<file path="config.mk">
export PLATFORM = sky130hd
export DESIGN_NAME = strided_stream_engine
export DESIGN_NICKNAME = d
export VERILOG_FILES = /design/src/rtl/strided_stream_engine.sv
export SDC_FILE = /design/constraint.sdc
export NUM_CORES = 1
export LEC_CHECK = 0
export BUFFER_PORTS_ARGS = -buffer_cell sky130_fd_sc_hd__buf_2
export CELL_PAD_IN_SITES_DETAIL_PLACEMENT = 1
export CELL_PAD_IN_SITES_GLOBAL_PLACEMENT = 2
export CORE_MARGIN = 5
export CORE_UTILIZATION = 21
export DETAILED_ROUTE_END_ITERATION = 8
export PLACE_DENSITY = 0.75
export SYNTH_ARGS = -nofsm -noshare
export SYNTH_HDL_FRONTEND = slang
export SYNTH_SLANG_ARGS = --single-unit
</file>
<file path="constraint.sdc">
create_clock -name clk -period 2.65 [get_ports clk]
set_input_delay 0.265 -clock clk [delete_from_list [all_inputs] [get_ports clk]]
set_output_delay 0.265 -clock clk [all_outputs]
set_load 0.1 [all_outputs]
</file>
<file path="src/rtl/strided_stream_engine.sv">
module strided_stream_engine #(
  parameter int ADDR_W  = 32,
  parameter int DATA_W  = 64,
  parameter int BUF_AW  = 10,
  parameter int MAX_LEN = 1024,
  parameter int LEN_W   = $clog2(MAX_LEN + 1)
) (
  input  logic                  clk,
  input  logic                  rst_n,
  input  logic                  desc_valid,
  output logic                  desc_ready,
  input  logic [1:0]            desc_cmd,
  input  logic [ADDR_W-1:0]     desc_addr,
  input  logic [ADDR_W-1:0]     desc_stride,
  input  logic [LEN_W-1:0]      desc_len,
  input  logic [BUF_AW-1:0]     desc_buf,
  input  logic [DATA_W/8-1:0]   desc_mask,
  output logic                  desc_err,
  output logic                  done,
  output logic                  mem_req,
  input  logic                  mem_ready,
  output logic                  mem_we,
  output logic [ADDR_W-1:0]     mem_addr,
  output logic [DATA_W/8-1:0]   mem_mask,
  output logic [DATA_W-1:0]     mem_wdata,
  input  logic [DATA_W-1:0]     mem_rdata,
  output logic [BUF_AW-1:0]     buf_raddr,
  input  logic [DATA_W-1:0]     buf_rdata,
  output logic                  buf_we,
  output logic [BUF_AW-1:0]     buf_waddr,
  output logic [DATA_W-1:0]     buf_wdata
);
  localparam int MASK_W = DATA_W / 8;

  typedef enum logic [1:0] {S_IDLE, S_RUN, S_FIN} state_t;

  state_t              st;
  logic [ADDR_W-1:0]   addr_q, stride_q;
  logic [LEN_W-1:0]    left_q;
  logic [BUF_AW-1:0]   ptr_q, rd_ptr_q;
  logic [MASK_W-1:0]   mask_q;
  logic                we_q, rd_pend_q, err_q;

  logic take, bad, beat, last;

  assign take = desc_valid && (st == S_IDLE);
  assign bad  = desc_cmd[1] && ((desc_stride[1:0] != 2'b00) || (desc_len == '0) ||
                                (desc_len > LEN_W'(MAX_LEN)));
  assign beat = (st == S_RUN) && mem_ready;
  assign last = (left_q == LEN_W'(1));

  always_ff @(posedge clk) begin
    if (!rst_n) begin
      st        <= S_IDLE;
      addr_q    <= '0;
      stride_q  <= '0;
      left_q    <= '0;
      ptr_q     <= '0;
      mask_q    <= '0;
      we_q      <= 1'b0;
      err_q     <= 1'b0;
      rd_pend_q <= 1'b0;
      rd_ptr_q  <= '0;
    end else begin
      err_q     <= take && bad;
      rd_pend_q <= beat && !we_q;
      rd_ptr_q  <= ptr_q;
      case (st)
        S_IDLE: if (take && !bad) begin
          st       <= S_RUN;
          addr_q   <= desc_addr;
          stride_q <= desc_stride;
          left_q   <= desc_cmd[1] ? desc_len : LEN_W'(1);
          ptr_q    <= desc_buf;
          mask_q   <= desc_mask;
          we_q     <= desc_cmd[0];
        end
        S_RUN: if (mem_ready) begin
          addr_q <= addr_q + stride_q;
          ptr_q  <= ptr_q + BUF_AW'(1);
          left_q <= left_q - LEN_W'(1);
          if (last) st <= S_FIN;
        end
        default: st <= S_IDLE;
      endcase
    end
  end

  assign desc_ready = (st == S_IDLE);
  assign desc_err   = err_q;
  assign done       = (st == S_FIN);
  assign mem_req    = (st == S_RUN);
  assign mem_we     = we_q;
  assign mem_addr   = addr_q;
  assign mem_mask   = mask_q;
  assign mem_wdata  = buf_rdata;
  assign buf_raddr  = ptr_q;
  assign buf_we     = rd_pend_q;
  assign buf_waddr  = rd_ptr_q;
  assign buf_wdata  = mem_rdata;
endmodule

</file>
# == Word level (Yosys, flattened, before mapping) ==
# Cells that the tools add are included.
# W data, S select, Z words.
# classes
multipliers,0
bitwise,0
n_addsub,3
n_mux,14
order_cmp,1
div_mod_pow,0
reduce_logical,17
n_eq_ne,6
n_shift,0
# op_table
op,count
$mux W32,2
$pmux W32 S2,1
$mux W11,3
$add A32 B32 Y32,1
$pmux W11 S2,1
$mux W10,2
$pmux W10 S2,1
$eq A11 B1 Y1 const B,1
$gt A11 B11 Y1 const B,1
$logic_not A11 Y1,1
$sub A11 B1 Y11 const B,1
$add A10 B1 Y10 const B,1
$logic_and A1 B1 Y1,6
$mux W2,3
$ne A2 B1 Y1 const B,3
$reduce_and A3 Y1,2
$pmux W2 S2,1
$reduce_bool A2 Y1,2
$eq A2 B1 Y1 const B,1
$eq A2 B2 Y1 const B,1
$logic_not A1 Y1,2
$logic_not A2 Y1,1
$logic_or A1 B1 Y1,2
$reduce_and A2 Y1,1
# word_totals
memories,0
latch_bits,0
mem_bits_rw,0
out_inout_bits,194
register_bits,108
elab_cells,51
romBits,0
in_bits,227

# == Longest topological paths before layout ==
# logic_depth
ltp_word,8
mapped_depth,11
ltp_nobuf,11

# == Least setup slack after synthesis ==
# No wires, ideal clock.
# synth_path
path_type,register to register
from,"reg addr_q[0], in the netlist mem_addr[0]"
to,"reg addr_q[26], in the netlist mem_addr[26]"
path_stages_with_launch,12
required_time_ps,2527
setup_ps,123
n_path_buf,0
t_arrival_ps,3179
synth_period_minus_slack_ps,3302
setup_slack_ps,-652
path_cell_list,dfxtp_1 > ha_1 > fa_1 > a211oi_1 > o21ai_0 > nand3_1 > a21boi_1 > a221o_1 > o2bb2ai_1 > or3_1 > nand3_1 > a21oi_1
# synth_via
elab_chain_cells,3
# synth_lines
item,line_no,rtl
start: declaration,38,"logic [ADDR_W-1:0] addr_q, stride_q;"
start signal: assignment,71,addr_q <= desc_addr;
start signal: assignment,79,addr_q <= addr_q + stride_q;
$add A32 B32 Y32,79,
$mux W32,78,S_RUN: if (mem_ready) begin
$pmux W32 S2,68,case (st)
# Every way passes these cells. The select of a mux whose other input is x is not followed.
# A chain may end at the register's enable or synchronous reset.

# == Worst setup path after layout ==
# layout_path
from,"reg addr_q[0], in the netlist mem_addr[0]"
to,"reg addr_q[24], in the netlist mem_addr[24]"
# Same word-level chain as after synthesis.

==> impl_metrics.json <==
{
  "run_status": "complete, but fails checks",
  "failed_checks": "setup timing",
  "synth_area_per_cell_um2": 7.720,
  "floorplan.die.width_um": 194.1,
  "starting_density_pct": 21.23,
  "ys_seq_elements": 108,
  "clock-skew-final_ns": 0.01366,
  "cap_viol_max_count": 0,
  "number_of_nets_still_failing_antenna_checks_after_routing": 0,
  "synth_cell_type_count": 64,
  "finalWorstSetupSlack_ns": -0.008577,
  "dieHeight_um": 194.1,
  "clk_transition_reported_paths_ns": 0.08,
  "synthesis.area_mm2": 0.007118,
  "detailedRoute.firstPassIterationCount": 4,
  "synthesis.nets": 1184,
  "vias": 6579,
  "area_used_by_multi_input_combinational_logic_mm2": 0.004005,
  "setup_total_negative_slack_ns": -0.008577,
  "sequential_cell_area_mm2": 0.002242,
  "fp.dieArea_mm2": 0.03768,
  "post-route-min-period_ns": 2.659,
  "antenna-diode-count": 0,
  "gr-usage-all-layers_pct": 13.36,
  "wire_length_of_the_first_global_routing_pass_um": 40320,
  "grt_max_degree": 86,
  "grt_overflow_total": 0,
  "fraction_of_synthesis_flops_using_an_asynchronous_set_or_reset_pin_pct": 0,
  "vdd_ir_drop_max_uv": 293.8,
  "final_net_count": 1253,
  "yosys_warnings": 0,
  "layout.filler_cells": 4080,
  "worst_ep_arrival_time_ns": 2.94,
  "clk_latency_ns": 0.36,
  "critical_path_startpoint_category": "flop",
  "final_core_util_pct": 25.49,
  "post_drt_wl_per_cell_um": 18.09,
  "cts_tree": "built",
  "placement.io_buffers": 164,
  "worstSetupEndpointType": "flop",
  "powerDensity_mw_per_mm2": 587.2,
  "cts_sinks": 108,
  "cts_root_buf": "sky130_fd_sc_hd__clkbuf_16",
  "rows": 67,
  "synth_sequential_area_ratio_pct": 30.37,
  "routed-wl-met3_um": 1163,
  "power.leakage_uw": 0.003653,
  "drt_wl_total_um": 26130,
  "hold_viol_final": 0,
  "tritoncts.num_buffers": 9,
  "synth_flop_cell": "sky130_fd_sc_hd__dfxtp_1",
  "placeableCoreArea_mm2": 0.03353,
  "drv_slew": 0,
  "setup_viol": 1,
  "first_global_vias": 7000,
  "number_of_h_tree_levels": 3,
  "routabilityCongestion": 0.8237,
  "fmaxAchievable_mhz": 376.1,
  "slew_margin_rel_pct": 53.18,
  "timing.critical_path.required_ns": 2.93,
  "setup_repair_after_global_routing_missed_its_margin": "true",
  "setup.worst_path.class": "reg -> reg",
  "boundaryPins": 421,
  "timing_worst_slew_pin_value_ns": 0.7024,
  "synth_enable_flop_cells": 0,
  "clock_path_buffers": 2,
  "antenna_found_initial": 1,
  "final_layout_size_suffix_gt1_share_pct": 34.24,
  "detail_route.iter0.violations": 182,
  "layout_worst_path_cycle_share_pct": 100.3,
  "dr_wl_met2_um": 13060,
  "fin_area_mm2": 0.008548,
  "drt_drc_violations_left": 0,
  "m1WireLength_um": 11350,
  "crit_path_max_fanout": 4,
  "hold_path.class": "in -> reg",
  "postCtsHoldBufs": 0,
  "routed.top_layer": "met4",
  "place_worst_setup_slack_ns": -0.1519,
  "syn_inst": 922,
  "dp_hpwl_um": 19500,
  "via_per_inst": 4.556,
  "syn2layout_area_growth_pct": 20.09,
  "placed_cell_area_mm2": 0.008018
}
## metal layers
| metal | vias up | track usage (%) |
|---|---|---|
| met5 | - | 0 |
| met4 | 0 | 4.297 |
| met3 | 48 | 2.763 |
| met2 | 177 | 23.73 |
| met1 | 3130 | 16.14 |
| li1 | 3224 | - |
## synth_stat cells (all sizes together) (13+ instances only)
library cell / n / share of area, %
a21o: 15 / 1.6
a21oi: 112 / 8.0
a31oi: 17 / 1.5
buf: 140 / 15
clkbuf: 38 / 2.0
dfxtp: 108 / 30
ha: 34 / 6.0
nand2: 149 / 7.9
nand3: 19 / 1.3
nor2: 67 / 3.5
nor3: 13 / 0.91
o21ai: 50 / 3.5
xnor2: 18 / 2.2
## repair_timing
action / in CTS / in global routing
endpoints found under the setup margin: 9 / 10
gates resized for setup: 18 / 19
setup buffers: 3 / 5
pin swaps: 10 / 15
## stage by stage
stage / std cells / hold WS (ns) / total power (uW)
after global routing: 1444 / 0.1286 / 5287
after detailed placement: 1420 / 0.4465 / 3682
final: 1444 / 0.1310 / 5020
after CTS: 1439 / 0.1117 / 5086
after global placement: 1420 / 0.4395 / 3659
after floorplan: 922 / 0.3566 / 4051
## cell usage in the layout (no fill, tap or decap), types with 15 or more instances in the layout
master                    count
sky130_fd_sc_hd__buf_4       66
sky130_fd_sc_hd__buf_2      163
sky130_fd_sc_hd__xnor2_1     18
sky130_fd_sc_hd__dfxtp_4     16
sky130_fd_sc_hd__ha_1        26
sky130_fd_sc_hd__dfxtp_2     16
sky130_fd_sc_hd__o21ai_0     40
sky130_fd_sc_hd__a21oi_1    106
sky130_fd_sc_hd__a21o_1      15
sky130_fd_sc_hd__nor2_1      65
sky130_fd_sc_hd__dfxtp_1     76
sky130_fd_sc_hd__nand3_1     18
sky130_fd_sc_hd__nand2_1    148
## flip-flops by register name (all words and copies together) (netlist names)
signal,count
buf_raddr,10
buf_waddr,10
buf_we,1
desc_err,1
left_q,11
mem_addr,32
mem_mask,8
mem_we,1
st,2
stride_q,32
## kinds of logic (layout without fill, tap and decap cells)
family	Yosys count	count (layout)	synth area share, %
mux	2	2	0.2813
flops	108	108	30.37
buf+inv	186	260	17.37
fa+ha+maj	35	35	6.258
xor+xnor	24	24	2.953
compound gates	260	260	23.36
simple gates	307	307	19.41
## critical path: stages, from the launching register on
cell and delay [ns]:
sky130_fd_sc_hd__dfxtp_4 0.36, sky130_fd_sc_hd__ha_4 0.17, sky130_fd_sc_hd__fa_2 0.37, sky130_fd_sc_hd__a211oi_4 0.25, sky130_fd_sc_hd__o21ai_2 0.12, sky130_fd_sc_hd__nand3_2 0.13, sky130_fd_sc_hd__a21boi_4 0.08, sky130_fd_sc_hd__a221o_1 0.41
sky130_fd_sc_hd__a31oi_2 0.21, sky130_fd_sc_hd__xnor2_1 0.14, sky130_fd_sc_hd__nand2_1 0.08, sky130_fd_sc_hd__a311oi_2 0.25
## final cells by class
type	count	share of cell area, %
multi-input cells	628	46.85
clock inverters	6	0.5562
repair buffers	236	16.77
inverters	8	0.3513
well taps	448	6.557
flip-flops and latches	108	26.23
clock buffers	10	2.679
## path summary, 6_finish.rpt
check                       from      endpoint  slack, ns  cells after the start
setup reg to reg     mem_addr[0]  mem_addr[24]     -0.009                     11
hold reg to reg      mem_mask[6]   mem_mask[6]       0.45                      2
hold / removal    desc_stride[9]   stride_q[9]       0.13                      3
setup / recovery     mem_addr[0]  mem_addr[24]     -0.009                     11
## where the power goes
| part | internal, uW | switching [uW] | total, uW |
|---|---|---|---|
| logic | 539 | 1260 | 1800 |
| registers | 1750 | 119 | 1870 |
| clock network | 650 | 700 | 1350 |
| total | 2940 | 2080 | 5020 |
Power figures use the tool's default switching activity.
